--- src/rtl/lba_pkg.sv ---
package lba_pkg;
   localparam int unsigned LBA_LANE_W_DEF = 5;
   localparam int unsigned LBA_HIST_W_DEF = 15;
   localparam int unsigned LBA_CODE_W_DEF = 4;

   // Width of the span the selector reads: history plus all but the last new bit.
   function automatic int unsigned lba_src_width(input int unsigned hist_w,
                                                 input int unsigned lane_w);
      return hist_w + lane_w - 1;
   endfunction
endpackage

--- src/rtl/lba_code_reg.sv ---
module lba_code_reg #(
   parameter int unsigned HIST_W = lba_pkg::LBA_HIST_W_DEF,
   parameter int unsigned CODE_W = lba_pkg::LBA_CODE_W_DEF
) (
   input  logic              clk_i,
   input  logic              rst_ni,
   input  logic [CODE_W-1:0] code_in,
   output logic [CODE_W-1:0] code_q
);
   localparam logic [CODE_W-1:0] TOP_CODE    = CODE_W'(HIST_W - 1);
   localparam logic [CODE_W-1:0] CENTRE_CODE = CODE_W'((HIST_W - 1) / 2);

   if (HIST_W > (1 << CODE_W)) begin : g_bad_code_w
      $error("lba_code_reg: CODE_W too narrow for HIST_W taps");
   end

   logic [CODE_W-1:0] code_sat;

   always_comb begin
      code_sat = (code_in > TOP_CODE) ? TOP_CODE : code_in;
   end

   always_ff @(posedge clk_i or negedge rst_ni) begin
      if (!rst_ni) code_q <= CENTRE_CODE;
      else         code_q <= code_sat;
   end

   // the registered code never leaves the tap range
   a_r4_code_in_range: assert property (@(posedge clk_i) disable iff (!rst_ni)
      code_q <= TOP_CODE);

   // a code held steady across an edge leaves the steering code unchanged one edge later
   a_r5_hold_when_stable: assert property (@(posedge clk_i) disable iff (!rst_ni)
      ($past(rst_ni) && $stable(code_in)) |=> $stable(code_q));
endmodule

--- src/rtl/lba_history.sv ---
module lba_history #(
   parameter int unsigned LANE_W = lba_pkg::LBA_LANE_W_DEF,
   parameter int unsigned HIST_W = lba_pkg::LBA_HIST_W_DEF
) (
   input  logic              clk_i,
   input  logic              rst_ni,
   input  logic [LANE_W-1:0] word_in,
   output logic [HIST_W-1:0] hist_q
);
   if (HIST_W < 2 * LANE_W) begin : g_bad_depth
      $error("lba_history: HIST_W must hold at least two words");
   end

   // Newest word enters at the top, oldest bits fall off the bottom.
   always_ff @(posedge clk_i or negedge rst_ni) begin
      if (!rst_ni) hist_q <= '0;
      else         hist_q <= {word_in, hist_q[HIST_W-1:LANE_W]};
   end

   // reset leaves an empty history
   a_r1_hist_cleared: assert property (@(posedge clk_i)
      !rst_ni |=> (hist_q == '0));

   // bits move toward the low end one word per edge, keeping their order
   a_r2_shift_order: assert property (@(posedge clk_i) disable iff (!rst_ni)
      $past(rst_ni) |-> (hist_q[LANE_W-1:0] == $past(hist_q[2*LANE_W-1:LANE_W])));
endmodule

--- src/rtl/lba_window_mux.sv ---
module lba_window_mux #(
   parameter int unsigned LANE_W     = lba_pkg::LBA_LANE_W_DEF,
   parameter int unsigned HIST_W     = lba_pkg::LBA_HIST_W_DEF,
   parameter int unsigned CODE_W     = lba_pkg::LBA_CODE_W_DEF,
   parameter bit          MUX_ONEHOT = 1'b0,
   localparam int unsigned SRC_W     = lba_pkg::lba_src_width(HIST_W, LANE_W)
) (
   input  logic [SRC_W-1:0]  src,
   input  logic [CODE_W-1:0] code,
   output logic [LANE_W-1:0] slice
);
   localparam int unsigned NUM_TAPS = HIST_W;

   if (MUX_ONEHOT) begin : g_onehot
      logic [NUM_TAPS-1:0] hit;
      logic [LANE_W-1:0]   term [NUM_TAPS];
      for (genvar t = 0; t < NUM_TAPS; t++) begin : g_tap
         // code t reaches back t+1 bits, so its window starts t places below the top window
         assign hit[t]  = (code == CODE_W'(t));
         assign term[t] = {LANE_W{hit[t]}} & src[(HIST_W-1-t) +: LANE_W];
      end
      always_comb begin
         slice = '0;
         for (int t = 0; t < NUM_TAPS; t++) slice = slice | term[t];
      end
   end else begin : g_indexed
      always_comb begin
         slice = '0;
         for (int t = 0; t < NUM_TAPS; t++) begin
            if (code == CODE_W'(t)) slice = src[(HIST_W-1-t) +: LANE_W];
         end
      end
   end
endmodule

--- src/rtl/lane_bit_aligner.sv ---
module lane_bit_aligner #(
   parameter int unsigned LANE_W     = lba_pkg::LBA_LANE_W_DEF,
   parameter int unsigned HIST_W     = lba_pkg::LBA_HIST_W_DEF,
   parameter int unsigned CODE_W     = lba_pkg::LBA_CODE_W_DEF,
   parameter bit          MUX_ONEHOT = 1'b0
) (
   input  logic              clk_i,
   input  logic              rst_ni,
   input  logic [LANE_W-1:0] lane_din,
   input  logic [CODE_W-1:0] skew_code,
   output logic [LANE_W-1:0] lane_dout
);
   localparam int unsigned SRC_W = lba_pkg::lba_src_width(HIST_W, LANE_W);

   if (LANE_W < 2) begin : g_bad_lane
      $error("lane_bit_aligner: LANE_W must be at least 2");
   end
   if (HIST_W % 2 == 0) begin : g_bad_centre
      $error("lane_bit_aligner: HIST_W must be odd so a centre code exists");
   end

   logic [CODE_W-1:0] code_q;
   logic [HIST_W-1:0] hist_q;
   logic [SRC_W-1:0]  src;
   logic [LANE_W-1:0] slice;

   lba_code_reg #(.HIST_W(HIST_W), .CODE_W(CODE_W)) u_code (
      .clk_i  (clk_i),
      .rst_ni (rst_ni),
      .code_in(skew_code),
      .code_q (code_q)
   );

   lba_history #(.LANE_W(LANE_W), .HIST_W(HIST_W)) u_hist (
      .clk_i  (clk_i),
      .rst_ni (rst_ni),
      .word_in(lane_din),
      .hist_q (hist_q)
   );

   // The newest bit of the arriving word is never selected: the shallowest code delays by one bit.
   assign src = {lane_din[LANE_W-2:0], hist_q};

   lba_window_mux #(
      .LANE_W(LANE_W), .HIST_W(HIST_W), .CODE_W(CODE_W), .MUX_ONEHOT(MUX_ONEHOT)
   ) u_mux (
      .src  (src),
      .code (code_q),
      .slice(slice)
   );

   always_ff @(posedge clk_i or negedge rst_ni) begin
      if (!rst_ni) lane_dout <= '0;
      else         lane_dout <= slice;
   end

   // output is held at zero through reset
   a_r1_out_cleared: assert property (@(posedge clk_i)
      !rst_ni |=> (lane_dout == '0));

   // with the shallowest code held, output bit 1 repeats input bit 0 from the previous edge
   a_r3_shallow_tap: assert property (@(posedge clk_i) disable iff (!rst_ni)
      ($past(rst_ni) && code_q == '0) |=> (lane_dout[1] == $past(lane_din[0])));
endmodule

--- config.mk ---
export PLATFORM = sky130hd
export DESIGN_NAME = lane_bit_aligner
export DESIGN_NICKNAME = d
export VERILOG_FILES = /design/src/rtl/lba_pkg.sv /design/src/rtl/lba_code_reg.sv /design/src/rtl/lba_history.sv /design/src/rtl/lba_window_mux.sv /design/src/rtl/lane_bit_aligner.sv
export SDC_FILE = /design/constraint.sdc
export NUM_CORES = 1
export LEC_CHECK = 0
export ABC_AREA = 1
export BUFFER_PORTS_ARGS = -buffer_cell sky130_fd_sc_hd__buf_4
export CORE_ASPECT_RATIO = 1.25
export CORE_MARGIN = 1.5
export CORE_UTILIZATION = 51
export DETAILED_ROUTE_END_ITERATION = 8
export PLACE_DENSITY = 0.74
export SLEW_MARGIN = 20
export SYNTH_ARGS = -nofsm -noshare
export SYNTH_HDL_FRONTEND = slang
export SYNTH_SLANG_ARGS = --single-unit
--- constraint.sdc ---
create_clock -name clk_i -period 1.4 [get_ports clk_i]
set_input_delay 0.14 -clock clk_i [delete_from_list [all_inputs] [get_ports clk_i]]
set_output_delay 0.14 -clock clk_i [all_outputs]
set_load 0.005 [all_outputs]
==> results <==
- In this run the worst hold path is classified as input port to asynchronous set/reset pin.
- The headroom to the max-slew limit is about three quarters.
- The die outline area is roughly 0.0029 mm2.
- At the later pin of the worst-skew pair, clock insertion delay measures ~0.32 ns.
- The remaining routing DRC violations is 0.
- The clock drives 24 sinks.
- Leaving out fill and tap cells, the most frequent cells in the layout are sky130_fd_sc_hd__nand2_1, sky130_fd_sc_hd__buf_4, sky130_fd_sc_hd__nor2_1.
- The share of cells above drive strength 1 is a little over a third.
- STA classifies the critical path endpoint as a flop.
- For this design the total switching power over the nets is 448.6 uW.
- The post-place setup slack is -0.2578 ns.
- The most frequent cell on the critical path is sky130_fd_sc_hd__nand4_1.
- Of all nets on the critical path, the largest fanout is 6.
- The number of synthesis warnings is 0.
- The area taken by flip-flops and latches is a little over 600 um2.
- The total of max-cap violations is 0.
- Each instance of the synthesized netlist takes up on average between 7 and 8 um2.
- Counting distinct cell types in the post-synthesis netlist gives 16.
- The routability congestion estimate from global placement is about 0.91.
- Leaving out fill and tap cells, the most frequent cell in the layout is sky130_fd_sc_hd__nand2_1.
- The initial antenna violation count is 0.
- The count of vias placed by the detailed router is approximately 1500.
- The via count of the first global-routing pass is 1391.
- Multiplexer cells account for 0% of the synthesized area.
- The effective utilization at floorplan is between 50% and 60%.
- Derived from the worst setup path, the maximum achievable clock frequency is just under 600 MHz.
- On the final layout, the worst hold slack is between 0.2 and 0.25 ns.
- The switching portion of total power is 29.34%.
- The stage delay of the slowest cell on the critical path is 0.63 ns.
- The internal portion of the total power is 1.080 mW.
- The net count after synthesis is between 150 and 200.
- With fillers left out, the area of the finished cells amounts to roughly 0.0019 mm2.
- The post-detailed-route wirelength per cell is around 16 um.
- The floorplan step set the die height to just under 60 um.
- The filler cells instantiated in the layout total about 150.
- The checks that failed: setup timing.
- Summing the areas of all compound-gate instances in the mapped netlist gives ~2.9% of the synthesized area.
- The post-synthesis cell area is 0.001302 mm2.
- The transition time at the pin with the least slew margin is around 0.37 ns.
- The layout net count is between 200 and 250.
- The arrival time at the worst endpoint is 1.95 ns.
- Power comes to 1.529 mW.
- The largest individual stage delay along the critical path comes from the cell sky130_fd_sc_hd__dfstp_2.
- After synthesis, the largest family of logic cells by area is simple AND/OR/NAND/NOR gates.
- Per report_power, the sequential group accounts for 52.1% of the total.
- The first-pass GRT wire length is between 6 and 7 mm.
- Counting every instance in the synthesized netlist gives between 150 and 200.
- In this run, the number of DRC markers left after iteration 0 of detailed routing was 75.
- The core region is between 0.002 and 0.0025 mm2.
- Measured on the finished design, the core utilization comes to between 70% and 80%.
- The fraction of the yosys area taken by sequential cells is between 40% and 50%.
- The data required time at the worst endpoint is around 1.6 ns.
- For this run, the detailed router's first-pass iteration total came to 7.
- The final number of hold-violating endpoints is 0.
- The share of the cycle needed by the critical path after routing is 123.9%.
- Summed over all nets, the half-perimeter wirelength after detailed placement is approximately 2.5 mm.
- The xor and xnor fraction of the mapped netlist area is 0%.
- The clock tree buffer depth is 2.
- The kind of critical path is flop to flop.
- The row count is 20.
- 0 antenna diodes ended up in the layout.
- The TritonCTS clock tree is built.
- STA classifies the critical path startpoint as a flop.
- 16 I/O pins were placed.
- In this run, the clock network consumes approximately a quarter of the power.
- The combinational cell fraction of total power is 23.6%.
- Setup repair after global routing could not meet its margin everywhere.
- Global routing consumed, over all layers together, between 20% and 30% of the routing resources.
- The floorplan step set the die width to between 40 and 50 um.
- The tree is rooted in a sky130_fd_sc_hd__clkbuf_4.
- The non-filler instance count after layout is 267.
- The final count of negative-setup-slack endpoints is 5.
- The H-tree depth reported by CTS is 1.
- The total negative slack is -1.432 ns.
- Port buffering added 15 buffers.
- In this run the cell area measured after placement is 0.001573 mm2.
- Traced cell by cell, the critical path runs through buf_6 > nor2_4 > nand3_2 > nand3_2 > nor2_2 > nand4_1 > nor2_1 > nand4_1 > nor2_1 > nand4_1.
- The run finished, with violations left.
- The worst clock skew on the final layout is ~0.011 ns.
- The smallest setup slack after layout is -0.3341 ns.
- After global routing the overflow that remains totals 0.
- The flip-flop and latch count after synthesis is 24.
- After Yosys synthesis, and, or, nand and nor cells account for between 40% and 50% of the synthesized area.
- The routed design could run at a clock period as short as about 1.7 ns.
- The leakage power of the design is a little under 0.9 nW.
- The number of cells after detailed placement is ~250.
- VDD sags by at most about 0.00082 V.
- The number of pins with negative max-slew slack in the final report is 0.
- The number of vias per cell after detailed routing is around 5.7.
- The largest net degree at the start of global routing is 25.
- The number of clock buffers added by TritonCTS is 3.
- After clock tree synthesis, the clock-pin slew on the worst setup and hold paths is around 0.14 ns.
- After Yosys synthesis, full adders, half adders and majority gates account for 0% of the synthesized area.
- Summing all multi-input logic gate instances after layout gives roughly 740 um2.
- The power density of the placed cells is 801.9 mW/mm2.
- Relative to the synthesized area, the layout overhead comes to 46.40%.
- The count of nets left with antenna violations once routing finished came out at 0.
- Wires add up to 4.328 mm.
-- layer usage --
metal / track usage [%] / vias to the layer above / part of all wire, %
met3: 4.878 / 24 / 6.7
met1: 33.27 / 701 / 33
met4: 15.44 / 0 / 5.0
met5: 0 / - / 0
li1: - / 690 / -
met2: 50.00 / 115 / 55
-- power by group through the flow --
stage	registers (mW)	clock network, mW	logic (mW)
finish	0.797	0.371	0.361
global route	0.806	0.397	0.391
CTS	0.790	0.369	0.313
detailed placement	0.805	0	0.260
global placement	0.806	0	0.253
floorplan	0.801	0	0.121
-- flip-flops by register name (all words and copies together), names as in the netlist --
signal	flops
lane_dout	5
u_code.code_q	4
u_hist.hist_q	15
-- final cells by class --
| type | instances | area share, % |
|---|---|---|
| Multi-Input combinational cell | 137 | 38.91 |
| Sequential cell | 24 | 31.69 |
| Timing Repair Buffer | 49 | 21.39 |
| Inverter | 20 | 3.937 |
| Tap cell | 33 | 2.165 |
| Clock buffer | 4 | 1.903 |
-- kinds of logic (layout without fill, tap and decap cells) --
| group | after synthesis | in the layout |
|---|---|---|
| AO/OA/AOI/OAI | 7 | 7 |
| buffers and inverters | 24 | 73 |
| flip-flops | 24 | 24 |
| AND/OR/NAND/NOR | 130 | 130 |
-- Yosys cell counts --
master / instances / area (um2)
sky130_fd_sc_hd__o22ai_1: 2 / 12.51
sky130_fd_sc_hd__nor2_2: 2 / 12.51
sky130_fd_sc_hd__or2_0: 3 / 18.77
sky130_fd_sc_hd__nand2_2: 1 / 6.260
sky130_fd_sc_hd__dfstp_2: 3 / 78.83
sky130_fd_sc_hd__buf_2: 1 / 5.000
sky130_fd_sc_hd__nand4_1: 15 / 93.84
sky130_fd_sc_hd__a21oi_1: 5 / 25.02
sky130_fd_sc_hd__clkbuf_1: 3 / 11.26
sky130_fd_sc_hd__inv_1: 15 / 56.30
sky130_fd_sc_hd__inv_2: 5 / 18.77
sky130_fd_sc_hd__nor2_1: 35 / 131.4
sky130_fd_sc_hd__nand3_1: 17 / 85.08
sky130_fd_sc_hd__dfrtp_1: 21 / 525.5
sky130_fd_sc_hd__nand2_1: 56 / 210.2
sky130_fd_sc_hd__nor2_4: 1 / 11.26
-- worst paths after layout --
path / startpoint / endpoint / slack, ns / cells after the start
setup / recovery: u_code.code_q[0] / lane_dout[0] / -0.33 / 10
hold / removal: rst_ni / u_hist.hist_q[0] / 0.22 / 2
setup reg to reg: u_code.code_q[0] / lane_dout[0] / -0.33 / 10
hold reg to reg: u_hist.hist_q[10] / u_hist.hist_q[5] / 0.50 / 0
max in group asynchronous: rst_ni / u_code.code_q[0] / 0.90 / 2
min in group clk_i: lane_din[4] / u_hist.hist_q[14] / 0.47 / 2
-- critical path, delay by kind of cell, from the launching register on --
family | cells | cell delay, ns
buffers and inverters | 1 | 0.14
DFF | 1 | 0.63
and+or+nand+nor | 9 | 0.85
-- repair_timing --
| item | 4_1_cts | 5_1_grt |
|---|---|---|
| gates resized for setup | 15 | 25 |
| endpoints found under the hold margin | 32 | 1 |
| hold buffers | 9 | 1 |
| setup endpoints to repair | 5 | 5 |
| pin swaps | 6 | 16 |
| gates cloned | 0 | 0 |
| setup buffers | 6 | 1 |
Note: power is estimated with default switching activity, not from simulation.
